[config.mk]
export PLATFORM = sky130hd
export DESIGN_NAME = prbs_lock_monitor
export DESIGN_NICKNAME = d
export VERILOG_FILES = /design/src/rtl/prbs_mon_pkg.sv /design/src/rtl/prbs_ref_gen.sv /design/src/rtl/prbs_hyst.sv /design/src/rtl/prbs_lock_monitor.sv
export SDC_FILE = /design/constraint.sdc
export NUM_CORES = 1
export LEC_CHECK = 0
export BUFFER_PORTS_ARGS = -buffer_cell sky130_fd_sc_hd__buf_4
export CAP_MARGIN = 15
export CELL_PAD_IN_SITES_DETAIL_PLACEMENT = 1
export CELL_PAD_IN_SITES_GLOBAL_PLACEMENT = 2
export CORE_MARGIN = 2
export CORE_UTILIZATION = 37
export CTS_CLUSTER_SIZE = 24
export DETAILED_ROUTE_END_ITERATION = 8
export PLACE_DENSITY = 0.88
export SLEW_MARGIN = 20
export SYNTH_ARGS = -nofsm -noshare
export SYNTH_HDL_FRONTEND = slang
export SYNTH_SLANG_ARGS = --single-unit
[constraint.sdc]
create_clock -name clk -period 3.5 [get_ports clk]
set_input_delay 0 -clock clk [delete_from_list [all_inputs] [get_ports clk]]
set_output_delay 0 -clock clk [all_outputs]
set_load 0.02 [all_outputs]
[src/rtl/prbs_mon_pkg.sv]
package prbs_mon_pkg;

  // reference state width: enough history for the longer sequence
  localparam int ST_W = 23;

  typedef enum logic {
    PN_9  = 1'b0,
    PN_23 = 1'b1
  } pn_kind_e;

  // next sequence bit from the state; s[0] is the newest bit
  function automatic logic pn_fb(logic [ST_W-1:0] s, pn_kind_e k);
    if (k == PN_23) return s[22] ^ s[17];
    else            return s[8] ^ s[4];
  endfunction

endpackage

[src/rtl/prbs_ref_gen.sv]
module prbs_ref_gen
  import prbs_mon_pkg::*;
#(
  parameter int DATA_W = 24
) (
  input  logic              clk,
  input  logic              rst_n,
  input  logic              adv,
  input  logic              reseed,
  input  pn_kind_e          kind,
  input  logic [DATA_W-1:0] rx_word,
  output logic [DATA_W-1:0] exp_word
);

  logic [ST_W-1:0] st_q;

  // unroll DATA_W steps of the LFSR; first produced bit lands at the MSB
  function automatic logic [DATA_W-1:0] gen_word(logic [ST_W-1:0] s0, pn_kind_e k);
    logic [ST_W-1:0]   s;
    logic              nb;
    logic [DATA_W-1:0] w;
    s = s0;
    w = '0;
    for (int i = DATA_W - 1; i >= 0; i--) begin
      nb   = pn_fb(s, k);
      w[i] = nb;
      s    = {s[ST_W-2:0], nb};
    end
    return w;
  endfunction

  assign exp_word = gen_word(st_q, kind);

  always_ff @(posedge clk or negedge rst_n) begin
    if (!rst_n) begin
      st_q <= '0;
    end else if (adv) begin
      st_q <= reseed ? rx_word[ST_W-1:0] : exp_word[ST_W-1:0];
    end
  end

endmodule

[src/rtl/prbs_hyst.sv]
module prbs_hyst #(
  parameter int LOCK_CNT = 16,
  parameter int DROP_CNT = 64
) (
  input  logic clk,
  input  logic rst_n,
  input  logic clr,
  input  logic hit,
  input  logic miss,
  output logic oos
);

  localparam int MC_W = $clog2(LOCK_CNT + 1);
  localparam int XC_W = $clog2(DROP_CNT + 1);
  localparam logic [MC_W-1:0] MC_TOP  = MC_W'(LOCK_CNT);
  localparam logic [MC_W-1:0] MC_LAST = MC_W'(LOCK_CNT - 1);
  localparam logic [XC_W-1:0] XC_TOP  = XC_W'(DROP_CNT);
  localparam logic [XC_W-1:0] XC_LAST = XC_W'(DROP_CNT - 1);

  logic [MC_W-1:0] mc_q;
  logic [XC_W-1:0] xc_q;
  logic            oos_q;

  always_ff @(posedge clk or negedge rst_n) begin
    if (!rst_n) begin
      mc_q  <= '0;
      xc_q  <= '0;
      oos_q <= 1'b0;
    end else if (clr) begin
      mc_q <= '0;
      xc_q <= '0;
    end else if (hit) begin
      xc_q <= '0;
      if (mc_q != MC_TOP) mc_q <= mc_q + MC_W'(1);
      if (oos_q && mc_q == MC_LAST) oos_q <= 1'b0;
    end else if (miss) begin
      mc_q <= '0;
      if (xc_q != XC_TOP) xc_q <= xc_q + XC_W'(1);
      if (!oos_q && xc_q == XC_LAST) oos_q <= 1'b1;
    end
  end

  assign oos = oos_q;

endmodule

[src/rtl/prbs_lock_monitor.sv]
module prbs_lock_monitor
  import prbs_mon_pkg::*;
#(
  parameter int DATA_W   = 24,
  parameter int LOCK_CNT = 16,
  parameter int DROP_CNT = 64
) (
  input  logic              clk,
  input  logic              rst_n,
  input  logic              smp_vld,
  input  logic [DATA_W-1:0] smp_data,
  input  logic              pn_sel,
  input  logic              err_clr,
  output logic              oos,
  output logic              err_flag
);

  logic              sel_q;
  logic              type_chg;
  logic              adv;
  pn_kind_e          kind;
  logic [DATA_W-1:0] rx_word;
  logic [DATA_W-1:0] exp_word;
  logic              hit_evt;
  logic              miss_evt;
  logic              err_q;

  assign kind     = pn_kind_e'(sel_q);
  assign type_chg = pn_sel != sel_q;
  assign adv      = smp_vld && !type_chg;
  assign rx_word  = (kind == PN_23) ? ~smp_data : smp_data;
  assign hit_evt  = adv && (rx_word == exp_word);
  assign miss_evt = adv && (rx_word != exp_word);

  always_ff @(posedge clk or negedge rst_n) begin
    if (!rst_n) sel_q <= 1'b0;
    else        sel_q <= pn_sel;
  end

  prbs_ref_gen #(.DATA_W(DATA_W)) u_ref (
    .clk      (clk),
    .rst_n    (rst_n),
    .adv      (adv),
    .reseed   (oos),
    .kind     (kind),
    .rx_word  (rx_word),
    .exp_word (exp_word)
  );

  prbs_hyst #(.LOCK_CNT(LOCK_CNT), .DROP_CNT(DROP_CNT)) u_hyst (
    .clk   (clk),
    .rst_n (rst_n),
    .clr   (type_chg),
    .hit   (hit_evt),
    .miss  (miss_evt),
    .oos   (oos)
  );

  // a locked mismatch outranks a clear in the same cycle
  always_ff @(posedge clk or negedge rst_n) begin
    if (!rst_n)                err_q <= 1'b0;
    else if (miss_evt && !oos) err_q <= 1'b1;
    else if (err_clr)          err_q <= 1'b0;
  end

  assign err_flag = err_q;

endmodule

# After elaboration in Yosys (flattened, before gate mapping)
# Cells that the tools add are included.
[word_totals] wordCells=123 out_inout_bits=2 ff_bits=38 in_bits=29
[classes] eq_ne=9 add_sub_neg=2 n_bitwise=50 reduce_logical=16 mux=40
[op_table] cell="XOR 1 bit" count=48
[op_table] cell="two-way mux 1 bit" count=30
[op_table] cell="two-way mux 7 bit" count=4
[op_table] cell="== test 24 bit" count=1
[op_table] cell="two-way mux 24 bit" count=1
[op_table] cell="!= test 24 bit" count=1
[op_table] cell="inverter 24 bit" count=1
[op_table] cell="two-way mux 23 bit" count=1
[op_table] cell="two-way mux 5 bit" count=4
[op_table] cell="adder 7 x 1 -> 7 bit, second input constant" count=1
[op_table] cell="== test 7 x 6 -> 1 bit, second input constant" count=1
[op_table] cell="!= test 7 bit, second input constant" count=1
[op_table] cell="logical AND 1 bit" count=6
[op_table] cell="nonzero test 2 bit" count=3
[op_table] cell="nonzero test 3 bit" count=2
[op_table] cell="adder 5 x 1 -> 5 bit, second input constant" count=1
[op_table] cell="== test 5 x 4 -> 1 bit, second input constant" count=1
[op_table] cell="!= test 5 bit, second input constant" count=1
[op_table] cell="AND reduction 2 bit" count=2
[op_table] cell="AND reduction 4 bit" count=1
[op_table] cell="!= test 3 x 2 -> 1 bit, second input constant" count=1
[op_table] cell="zero test 1 bit" count=2
[op_table] cell="!= test 2 x 1 -> 1 bit, second input constant" count=1
[op_table] cell="!= test 1 bit" count=1
[op_table] cell="inverter 1 bit" count=1

# Longest topological paths before layout
# Gate-level depths: netlist (run 1).
[depth] ltp_word=15 ltp_mapped=11

# Modules after synthesis
# From an unflattened synthesis (run 1), not the netlist that was laid out.
[unflattened] cells_unflattened=367 area_unflattened_um2=3403.3
[modules_own_cells] module="prbs_ref_gen" area_per_inst_um2=1924.3 seq_area_each_um2=575.6 n_inst=1 cells_per_inst=199
[modules_own_cells] module="prbs_hyst" area_per_inst_um2=753.2 seq_area_each_um2=325.3 n_inst=1 cells_per_inst=79
[modules_own_cells] module="prbs_lock_monitor" area_per_inst_um2=725.7 seq_area_each_um2=50.0 n_inst=1 cells_per_inst=89

# Worst setup path before layout (run 1)
# No wires, ideal clock.
[synth_timing] path_kind="register to register" from="register u_ref.st_q[0]" to="register u_hyst.xc_q[1]" arrival_time_ns=2.421 path_slack_ns=0.929 synth_period_minus_slack_ns=2.571 n_path_buf=2 stages_incl_launch_ff=11 setup_ns=0.151 path_cell_list="dfrtp_1 -> buf_4 -> xnor3_1 -> mux2i_1 -> xor2_1 -> a2111o_1 -> a2111oi_4 -> nand4_2 -> buf_6 -> nand4b_1 -> a31oi_1"
[synth_between] elab_chain_len=12 elab_cells_between_ends=31 cone_classes="eq/ne (2); mux (12); bitwise (12); reduce/logical (5)"
[synth_rtl] element="start: declaration" line_no="prbs_ref_gen.sv:15" rtl="logic [ST_W-1:0] st_q;"
[synth_rtl] element="start signal: assignment" line_no="prbs_ref_gen.sv:38" rtl="st_q <= reseed ? rx_word[ST_W-1:0] : exp_word[ST_W-1:0];"
[synth_rtl] element="XOR 1 bit" line_no="prbs_mon_pkg.sv:14" rtl="else return s[8] ^ s[4];"
[synth_rtl] element="two-way mux 1 bit" line_no="prbs_mon_pkg.sv:13" rtl="if (k == PN_23) return s[22] ^ s[17];"
[synth_rtl] element="XOR 1 bit" line_no="prbs_mon_pkg.sv:14"
[synth_rtl] element="two-way mux 1 bit" line_no="prbs_mon_pkg.sv:13"
[synth_rtl] element="XOR 1 bit" line_no="prbs_mon_pkg.sv:14"
[synth_rtl] element="two-way mux 1 bit" line_no="prbs_mon_pkg.sv:13"
[synth_rtl] element="XOR 1 bit" line_no="prbs_mon_pkg.sv:14"
[synth_rtl] element="two-way mux 1 bit" line_no="prbs_mon_pkg.sv:13"
[synth_rtl] element="== test 24 bit / != test 24 bit (equally long branches)" line_no="prbs_lock_monitor.sv:32, prbs_lock_monitor.sv:33"
[synth_rtl] element="logical AND 1 bit, on equally long branches" line_no="prbs_lock_monitor.sv:32, prbs_lock_monitor.sv:33"
[synth_rtl] element="nonzero test 3 bit (no source line) / two-way mux 7 bit (equally long branches)"
[synth_rtl] element="AND reduction 2 bit (no source line) / two-way mux 7 bit (equally long branches)"
[synth_rtl] element="end signal: assignment" line_no="prbs_hyst.sv:38" rtl="if (xc_q != XC_TOP) xc_q <= xc_q + XC_W'(1);"
[synth_rtl] element="end: declaration" line_no="prbs_hyst.sv:21" rtl="logic [XC_W-1:0] xc_q;"
# Parallel ways exist; a longest one is shown, timed or not.
# A chain may end at the register's enable or synchronous reset.

# Worst setup path after layout (run 1)
[layout_timing] from="register u_ref.st_q[0]" to="register u_hyst.mc_q[2]"
[layout_between] elab_chain_len=12 elab_cells_between_ends=31 cone_classes="eq/ne (3); mux (12); bitwise (12); reduce/logical (4)"
[layout_rtl] element="XOR 1 bit" line_no="prbs_mon_pkg.sv:14"
[layout_rtl] element="two-way mux 1 bit" line_no="prbs_mon_pkg.sv:13"
[layout_rtl] element="XOR 1 bit" line_no="prbs_mon_pkg.sv:14"
[layout_rtl] element="two-way mux 1 bit" line_no="prbs_mon_pkg.sv:13"
[layout_rtl] element="XOR 1 bit" line_no="prbs_mon_pkg.sv:14"
[layout_rtl] element="two-way mux 1 bit" line_no="prbs_mon_pkg.sv:13"
[layout_rtl] element="XOR 1 bit" line_no="prbs_mon_pkg.sv:14"
[layout_rtl] element="two-way mux 1 bit" line_no="prbs_mon_pkg.sv:13"
[layout_rtl] element="== test 24 bit / != test 24 bit (equally long branches)" line_no="prbs_lock_monitor.sv:32, prbs_lock_monitor.sv:33"
[layout_rtl] element="logical AND 1 bit, on equally long branches" line_no="prbs_lock_monitor.sv:32, prbs_lock_monitor.sv:33"
[layout_rtl] element="!= test 3 x 2 -> 1 bit (no source line), or another cell as far along"
[layout_rtl] element="AND reduction 2 bit (no source line) / two-way mux 5 bit (equally long branches)"
[layout_rtl] element="end signal: assignment" line_no="prbs_hyst.sv:34" rtl="if (mc_q != MC_TOP) mc_q <= mc_q + MC_W'(1);"
[layout_rtl] element="end: declaration" line_no="prbs_hyst.sv:20" rtl="logic [MC_W-1:0] mc_q;"
# Parallel ways exist; a longest one is shown, timed or not.

==> results of run 1 <==
## per-stage QoR
step / utilization / area (um^2) / hold slack, ns / cells / setup slack (ns)
floorplan: - / 4010 / -0.296 / 483 / 0.929
global placement: 0.405 / 4340 / 0.0365 / 631 / 0.251
detailed placement: 0.405 / 4340 / 0.0359 / 631 / 0.187
CTS: 0.422 / 4510 / 0.0886 / 643 / 0.147
global route: 0.423 / 4520 / 0.151 / 643 / 0.0140
finish: 0.423 / 4520 / 0.0985 / 643 / 0.242
## routing by layer
metal | wire (um) | global-route usage
met1 | 5350 | 0.276
met2 | 6060 | 0.375
met3 | 289 | 0.0259
met4 | 235 | 0.0696
met5 | 0 | 0
## power breakdown
part	internal, mW	total, mW	switching (mW)
Combinational	1.41	2.89	1.48
Sequential	0.568	0.888	0.320
Clock	0.286	0.487	0.201
Total	2.26	4.26	2.00
## worst min-delay path: stages
cell	delay, ns
buf_4	0.09
xnor2_1	0.10
nand2_1	0.05
o21ai_0	0.05
o21ai_0	0.07
## placed cells by master, fill, tap and decap left out, drive strengths merged, types with 3 or more instances in the layout
master and instances:
clkbuf 5, inv 10, a211oi 6, nor4b 3
nand2 62, a21o 6, a2111oi 3, xnor3 13
ha 5, xor2 36, nor2b 3, o211ai 3
o21ai 63, nor2 36, a21oi 19, or3 4
mux2i 12, nand2b 11, o31ai 3, dfrtp 38
nand3 11, and3 7, xnor2 51, nor3 10
buf 42, dlygate4sd3 4
## final cells by class
cell class,instances,area share
inverter,10,0.00830
tap,140,0.0387
clock buffer,5,0.0152
clock inverter,3,0.0152
multi-input combinational,401,0.630
sequential,38,0.211
timing repair buffer,46,0.0814
## state kept, by name (all words and copies together), names as in the netlist
name,cells
u_ref.st_q,23
u_hyst.xc_q,7
u_hyst.mc_q,5
err_flag,1
kind,1
u_hyst.oos,1
## logic make-up after synthesis
kind of cell / Yosys count
AOI/OAI and AO/OA: 121
xor gates and xnor gates: 102
adders and majority gates: 5
buffers and inverters: 44
DFF: 38
muxes: 13
and+or+nand+nor: 160
## worst paths after layout
kind	endpoint	cells after the start	startpoint	slack, ns
setup / recovery	u_hyst.mc_q[2]	8	u_ref.st_q[0]	0.24
hold / removal	u_ref.st_q[6]	5	smp_data[6]	0.1
setup reg to reg	u_hyst.mc_q[2]	8	u_ref.st_q[0]	0.24
hold reg to reg	err_flag	2	err_flag	0.54
max in group asynchronous	u_hyst.oos	2	rst_n	2.87
min in group asynchronous	u_ref.st_q[8]	2	rst_n	0.22
## synthesized netlist by cell type (2+ instances only)
| library cell | instances | area share |
|---|---|---|
| mux2i_1 | 12 | 0.030 |
| o31ai_1 | 3 | 0.0056 |
| a21oi_1 | 19 | 0.024 |
| a31oi_1 | 2 | 0.0031 |
| a211oi_1 | 6 | 0.011 |
| nor3_1 | 10 | 0.012 |
| and3_1 | 7 | 0.011 |
| buf_1 | 4 | 0.0037 |
| nand3_1 | 11 | 0.014 |
| nand2_1 | 62 | 0.058 |
| buf_2 | 6 | 0.0075 |
| xnor2_1 | 50 | 0.11 |
| inv_1 | 10 | 0.0094 |
| nand2b_1 | 11 | 0.017 |
| nor2_1 | 34 | 0.032 |
| clkbuf_1 | 16 | 0.015 |
| and2_1 | 2 | 0.0031 |
| o211ai_1 | 3 | 0.0056 |
| o21ai_1 | 5 | 0.0062 |
| o22ai_1 | 2 | 0.0031 |
| a2bb2oi_1 | 2 | 0.0044 |
| o21ai_0 | 58 | 0.072 |
| xor3_1 | 2 | 0.012 |
| xor2_1 | 34 | 0.074 |
| xnor3_1 | 13 | 0.073 |
| buf_6 | 4 | 0.011 |
| nor2_2 | 2 | 0.0031 |
| nor2b_1 | 3 | 0.0047 |
| dfrtp_1 | 38 | 0.24 |
| or3_1 | 4 | 0.0062 |
| a22oi_1 | 2 | 0.0037 |
| nand3b_1 | 2 | 0.0037 |
| buf_4 | 4 | 0.0075 |
| ha_1 | 5 | 0.016 |
| a21o_1 | 6 | 0.011 |
| nor4b_1 | 3 | 0.0066 |
| a21boi_0 | 2 | 0.0037 |
## what timing repair did
item,in CTS,in global routing
endpoints found under the setup margin,0,4
hold buffers,4,0
gates resized for setup,0,1
endpoints found under the hold margin,42,0
==> impl_results.md, run 1 <==
* Outcome: finished clean
* Crit Path Category: reg2reg
* RSZ-0062 raised after global routing: no
* Worst Setup End Kind: register
* Routed wire length at 11900 um
* Synthesis-to-finish area growth at 12.7%
* Skew final at between 0.007 and 0.008 ns
* Initial antenna violation count at 0
* Max-Cap Viols at 0
* Final number of setup-violating endpoints at 0
* Post-Syn Area at ~0.0040 mm^2
* Netlist cell types at slightly above 60
* Initial DRT Pass Iterations at 4
* Area of the multi-input gates at roughly 0.0029 mm^2
* Via count at approximately 3500
* DRC viols at 0
* FMAX at a little over 300 MHz
* Crit-path cells: xnor3_1 > mux2i_1 > xor2_1 > a2111o_1 > a2111oi_4 > nand4_2 > o41ai_2 > a31o_1
* GP Congestion at around 0.84
* Port bufs at 30
* CP peak stage delay at slightly below 0.6 ns
* Final Cycle Share at 0.931
* Xor/xnor cell area share of the yosys netlist at 0.283
* Vias per inst at approximately 5.4
* Seq cells post-synth at 38
* Setup TNS Final at 0 ns
* CTS H-tree lvls at 2
* FILL cells at between 1000 and 1500
* Clock latency at the later pin of the worst-skew pair at 0.31 ns
* CTS tree: yes
* Initial Util at 0.375
* Synth Net Count at roughly 520
* Worst Path Required at around 3.8 ns
* First-pass GRT wire length at about 19000 um
* Mapped Cells at ~480
* # IOs at 31
* Crit start category: register
* Reg area at around 950 um^2
* Core Region at 0.0107 mm^2
* Layout cells sized above 1 at 0.129
* GR Util All Layers at 0.215
* Register area share after synthesis at 0.237
* Placed wire-length estimate at just under 9000 um
* Antenna diodes at 0
* Tmin final at roughly 3.3 ns
* Compound-gate portion of the synthesized area at 0.187
* Delay-heaviest family, CP: compound AO/OA/AOI/OAI gates
* Post-CTS Setup Inserts at 0
* Final hold viol count at 0
* GRT overflow at 0
* Crit path max-delay cell type: dfrtp_1
* Mux cell area share after synthesis at 0.0328
* Die height at 108 um
* Final count of pins violating max slew at 0
* Layout Nets at ~540
* Synth Flop Type: dfrtp_1
* Post-synthesis adder-cell area fraction at 0.0156
* Actual slew at the worst max-slew pin at about 0.98 ns
* Clk slew on worst S/H paths at 0.09 ns
* Average wire per standard cell at between 15 and 20 um
* Async SR Flop Fraction at 1.00
* Longest Clk Path Bufs at 2
* CTS root buffer: clkbuf_8
* Row Count at 38
* Hold WC Path Type: in2reg
* Worst-path maximum fanout at 16
* Worst EP arrival at around 3.5 ns
* Die W at ~110 um
* Number of synthesized flops with an enable pin at 0
* ANT nets after route at 0
* Power per Cell Area at ~940 mW/mm^2
* Yosys warns at 0
* DR iter-0 viols at 205
* Max-slew headroom at 0.347
* Mean area per synthesized cell at slightly above 8 um^2
* Final total power at approximately 4.3 mW
* CP bufs+invs at 0
* Largest family of logic cells by synthesized area: XOR/XNOR gates
* Die area at 0.0117 mm^2
* Peak VDD IR at roughly 0.35 mV
* Total CTS buffers at 5
* Pin count of the biggest net entering global routing at 63
* P_leak at 1.94 nW
* Post-Synth Simple-Gate Area at 0.190
* Vias in the first global route at 3609
* CTS sink count at 38
Power figures use the tool's default switching activity.
==> run 2, diff against run 1 <==
Settings changed: CORE_UTILIZATION 37 to 38, PLACE_DENSITY 0.88 to 0.89, SYNTH_HIERARCHICAL set to 1.
==> impl_results.md, run 2 <==
* Outcome: finished with violations
* Failing checks: setup timing
* Routed wire length at 11000 um
* ANT nets after route at 0
* P_leak at 1.87 nW
* Most frequent cells in the layout: buf_4, xor2_1, dfrtp_1
* Crit start category: register
* Initial Util at 0.391
* Worst Path Required at 3.69 ns
* Synth Net Count at 400
* Final setup margin at -0.185 ns
* Design area at around 0.0044 mm^2
* Crit Path Category: reg2reg
* GR met2 Demand/Resource at 0.345
* Pin count of the biggest net entering global routing at 39
* CTS H-tree lvls at 2
* Max-Cap Viols at 0
* FMAX at ~270 MHz
* Met3 Use GR at 0.0326
* Combinational power share at 0.755
* GP Congestion at ~0.84
* Die area at just under 0.01 mm^2
* Skew final at ~0.006 ns
* Layout cells sized above 1 at 0.353
* Dpl cell area at between 0.003 and 0.004 mm^2
* CTS root buffer: clkbuf_8
* First-pass GRT wire length at about 16000 um
* R2r worst-path depth at 16
* Mapped Cells at between 300 and 400
* Final hold viol count at 0
* Power per Cell Area at 1100 mW/mm^2
* Layout Nets at 469
* Commonest non-fill, non-tap cell in the layout: buf_4
* FILL cells at 995
* Post-Syn Area at ~0.0034 mm^2
* R2r setup slk at -0.19 ns
* Total CTS buffers at 5
* Clk slew on worst S/H paths at 0.08 ns
* Die W at a little under 100 um
* Min Hold Slack at between 0.07 and 0.08 ns
* Actual slew at the worst max-slew pin at 0.945 ns
* Top reg by flops: u_ref/st_q
* Mean area per synthesized cell at slightly above 9 um^2
* Final count of pins violating max slew at 0
* Port bufs at 30
* Number of flip-flops in the largest register at 23
* Busiest grt layer: met2
* Synthesis-to-finish area growth at 28.6%
* Internal power at between 2 and 3 mW
* Die height at 98.5 um
* CTS sink count at 38
* Sequential power share at 0.161
* CTS tree: yes
* Hold WC Path Type: in2reg
* Startpoint of the worst-slack reg-to-reg timing path: u_ref/st_q[5]
* Worst Setup EP: u_hyst/mc_q[4]
* Peak VDD IR at approximately 0.46 mV
* # IOs at 31
* Worst Setup SP: u_ref/st_q[5]
* Final total power at 4.80 mW
* DRC viols at 0
* GR Util All Layers at 0.202
* Worst EP arrival at 3.88 ns
* Final number of setup-violating endpoints at 12
* Tmin final at between 3 and 4 ns
* Core Region at between 0.008 and 0.009 mm^2
* GRT overflow at 0
* Yosys warns at 6
* Worst Setup End Kind: register
* Initial DRT Pass Iterations at 4
* Largest regs: u_ref/st_q: 23 flops, u_hyst/xc_q: 7 flops, u_hyst/mc_q: 5 flops
* Antenna diodes at 0
* Vias in the first global route at around 3000
* Longest Clk Path Bufs at 2
* Vias per inst at between 5 and 6
* Max-slew headroom at 0.370
* Clock latency at the later pin of the worst-skew pair at approximately 0.30 ns
* Initial antenna violation count at 0
* DR iter-0 viols at between 100 and 150
* R2r endpoint: u_hyst/mc_q[4]
* Average wire per standard cell at a little over 20 um
* Placed wire-length estimate at around 7000 um
* Clock power frac at 0.084
* Met1 Use GR at 0.267
* Worst-path maximum fanout at 7
* RSZ-0062 raised after global routing: yes
* Row Count at 34
* Final Cycle Share at 1.05
* NetSw at roughly 2.2 mW
* Via count at slightly below 3000
* Sw Ratio at 0.457
-- run 2: what timing repair did --
action,in CTS,in global routing
gates cloned,0,0
gates resized for setup,3,47
pin swaps,2,12
buffers inserted,6,16
hold buffers,2,0
hold endpoints to repair,39,0
setup endpoints to repair,13,13
-- run 2: worst min path at each step --
stage            start        endpoint  slack, ns  cells past startpoint
6_report       err_clr        err_flag       0.07                      3
5_1_grt        err_clr        err_flag       0.07                      3
4_1_cts        err_clr        err_flag       0.07                      3
3_5_place_dp     rst_n  u_ref/st_q[20]       0.01                      1
3_3_place_gp     rst_n  u_ref/st_q[20]       0.02                      1
2_1_floorplan    rst_n        err_flag      -0.30                      0
-- run 2: area by class of cell --
cell class,count,area [um^2],area share
clock buffer,7,86.3,0.0198
clock inverter,1,30.0,0.00688
inverter,19,73.8,0.0169
multi-input combinational,288,2430,0.556
sequential,38,956,0.219
tap,108,135,0.0309
timing repair buffer,83,658,0.151
-- run 2: routing by layer --
layer,routed length [um],up-vias
met2,5440,65
met5,0,-
li1,-,1375
met1,4770,1485
met3,375,31
met4,411,0
-- run 2: per-stage QoR --
stage,utilization,TNS (ns),worst slack [ns],std cells
floorplan,-,0,0.145,366
global placement,0.443,-0.106,-0.0572,512
detailed placement,0.443,-0.485,-0.105,512
CTS,0.465,-0.00795,-0.00795,528
global route,0.503,-2.91,-0.302,544
finish,0.503,-1.17,-0.185,544
-- run 2: critical path, cell delays in order (launching register included) --
cell and delay (ns):
dfrtp_1 0.44, xor2_2 0.21, mux2i_2 0.23, xor2_2 0.20
buf_4 0.16, xor3_1 0.34, nor2_2 0.15, nor2_2 0.07
xnor2_2 0.14, nor4_2 0.40, a2bb2oi_2 0.13, a2111oi_4 0.28
and3_4 0.26, buf_6 0.12, buf_8 0.12, a21oi_2 0.04
a311oi_1 0.27
-- run 2: power groups by stage --
stage          combinational, mW  clock (mW)  sequential, mW
4_1_cts                     2.99       0.410           0.749
3_5_place_dp                2.85           0           0.763
5_1_grt                     3.85       0.424           0.791
3_3_place_gp                2.77           0           0.755
2_1_floorplan               2.19           0           0.692
6_report                    3.62       0.405           0.771
==> run 3, diff against run 2 <==
Settings changed: RECOVER_POWER set to 50.
==> impl_results.md, run 3 (synthesized netlist as in run 2, its figures left out) <==
* Outcome: finished with violations
* Failing checks: capacitance limit, slew limit, setup timing
* Layout Nets at roughly 470
* Startpoint of the worst-slack reg-to-reg timing path: u_ref/st_q[5]
* Die height at between 90 and 100 um
* CP peak stage delay at roughly 0.44 ns
* Tmin final at roughly 3.7 ns
* Dpl cell area at just under 0.004 mm^2
* Average wire per standard cell at 20.3 um
* Combinational power share at 0.755
* Crit-path cells: xor2_2 > mux2i_2 > xor2_2 > buf_4 > xor3_1 > nor2_2 > nor2_2 > xnor2_2 > nor4_2 > a2bb2oi_2 > a2111oi_4 > and3_4 > buf_6 > buf_8 > a21oi_2 > a311oi_1
* Number of flip-flops in the largest register at 23
* Final Cycle Share at 1.06
* Most frequent cells in the layout: buf_4, xor2_1, dfrtp_1
* Initial DRT Pass Iterations at 4
* Sw Ratio at 0.457
* FMAX at between 200 and 300 MHz
* Peak VDD IR at around 0.46 mV
* Top reg by flops: u_ref/st_q
* Synthesis-to-finish area growth at 28.4%
* Pin count of the biggest net entering global routing at 39
* Design area at roughly 0.0044 mm^2
* Final setup margin at -0.222 ns
* CTS tree: yes
* Core Region at about 0.0087 mm^2
* Vias per inst at ~5.4
* Final count of pins violating max slew at 39
* Worst Path Required at between 3 and 4 ns
* Commonest non-fill, non-tap cell in the layout: buf_4
* Hold WC Path Type: in2reg
* Die area at about 0.0097 mm^2
* ANT nets after route at 0
* GP Congestion at roughly 0.84
* DR iter-0 viols at 159
* DRC viols at 0
* Placed wire-length estimate at ~7000 um
* Routed wire length at ~11000 um
* Row Count at 34
* Sequential power share at 0.161
* Cells after DPL at a little over 500
* Via count at 2951
* Finished Layout Cells at 544
* NetSw at 2.19 mW
* Vias in the first global route at 3001
* Max-Cap Viols at 1
* Clock power frac at 0.084
* GR Util All Layers at 0.202
* Worst Setup SP: u_ref/st_q[5]
* Internal power at ~2.6 mW
* Max-slew headroom at -0.485
* GRT overflow at 0
* CTS root buffer: clkbuf_8
* Final number of setup-violating endpoints at 12
* Area of the multi-input gates at 0.00243 mm^2
* Longest Clk Path Bufs at 2
* Crit start category: register
* FILL cells at between 900 and 1000
* Layout cells sized above 1 at 0.349
* Port bufs at 30
* Largest regs: u_ref/st_q: 23 flops, u_hyst/xc_q: 7 flops, u_hyst/mc_q: 5 flops
* Delay-heaviest family, CP: simple AND/OR/NAND/NOR gates
* Actual slew at the worst max-slew pin at 2.23 ns
* Post-layout util at 0.502
* Reg area at 956 um^2
* CP bufs+invs at 3
* # IOs at 31
* Worst EP arrival at around 3.9 ns
* Crit Path Category: reg2reg
* P_leak at 1.87 nW
* Die W at 98.5 um
* Antenna diodes at 0
* Final hold viol count at 0
* RSZ-0062 raised after global routing: yes
* Skew final at 0.00628 ns
* Initial Util at 0.391
* Clk slew on worst S/H paths at approximately 0.080 ns
* Worst Setup End Kind: register
* Worst-path maximum fanout at 7
* Power per Cell Area at around 1100 mW/mm^2
* First-pass GRT wire length at between 15000 and 20000 um
* Total CTS buffers at 5
* Initial antenna violation count at 0
* CTS H-tree lvls at 2
* Crit path max-delay cell type: dfrtp_1
* Clock latency at the later pin of the worst-skew pair at roughly 0.30 ns
* CTS sink count at 38
* Hold Startpoint: err_clr
## run 3: power by group through the flow
stage	Sequential [mW]	Clock [mW]	Combinational, mW
6_report	0.773	0.405	3.62
5_1_grt	0.791	0.424	3.84
4_1_cts	0.749	0.410	2.99
3_5_place_dp	0.763	0	2.85
3_3_place_gp	0.755	0	2.77
2_1_floorplan	0.692	0	2.19
## run 3: area by class of cell
| class | count | area share |
|---|---|---|
| clock buffers | 7 | 0.0198 |
| clock inverters | 1 | 0.00689 |
| inverters | 19 | 0.0169 |
| multi-input cells | 288 | 0.557 |
| flip-flops and latches | 38 | 0.219 |
| well taps | 108 | 0.0310 |
| repair buffers | 83 | 0.149 |
## run 3: final timing paths
path / endpoint / cells after the start / slack (ns)
setup reg to reg: u_hyst/mc_q[4] / 16 / -0.22
setup / recovery: u_hyst/mc_q[4] / 16 / -0.22
max in group asynchronous: kind / 2 / 1.03
min in group asynchronous: u_ref/st_q[20] / 2 / 0.90
hold / removal: err_flag / 3 / 0.07
hold reg to reg: u_ref/st_q[18] / 1 / 0.54
## run 3: routing by layer
| layer | share of wire | GRT usage | vias up | routed length [um] |
|---|---|---|---|---|
| met2 | 0.49 | 0.345 | 80 | 5440 |
| met4 | 0.037 | 0.0495 | 0 | 403 |
| met1 | 0.43 | 0.267 | 1462 | 4710 |
| li1 | - | - | 1378 | - |
| met5 | 0 | 0 | - | 0 |
| met3 | 0.043 | 0.0326 | 31 | 469 |
## run 3: what timing repair did
action                                 in CTS  in global routing
setup endpoints to repair                  13                 13
gates resized for setup                     3                 47
setup buffers                               6                 16
hold buffers                                2                  0
endpoints found under the hold margin      39                  0
pin swaps                                   2                 12
## run 3: worst register-to-register path, cell delays in order (launching register included)
cell	delay, ns
dfrtp_1	0.44
xor2_2	0.21
mux2i_2	0.24
xor2_2	0.19
buf_4	0.15
xor3_1	0.35
nor2_2	0.15
nor2_2	0.07
xnor2_2	0.15
nor4_2	0.43
a2bb2oi_2	0.14
a2111oi_4	0.28
and3_4	0.26
buf_6	0.12
buf_8	0.12
a21oi_2	0.04
a311oi_1	0.27
## run 3: stage by stage
step	worst slack, ns	power [mW]	hold WS (ns)	setup TNS, ns
2_1_floorplan	0.145	2.88	-0.296	0
3_3_place_gp	-0.0572	3.52	0.0211	-0.106
3_5_place_dp	-0.105	3.61	0.0124	-0.485
4_1_cts	-0.00795	4.15	0.0651	-0.00795
5_1_grt	-0.302	5.06	0.0748	-2.91
6_report	-0.222	4.80	0.0688	-1.53
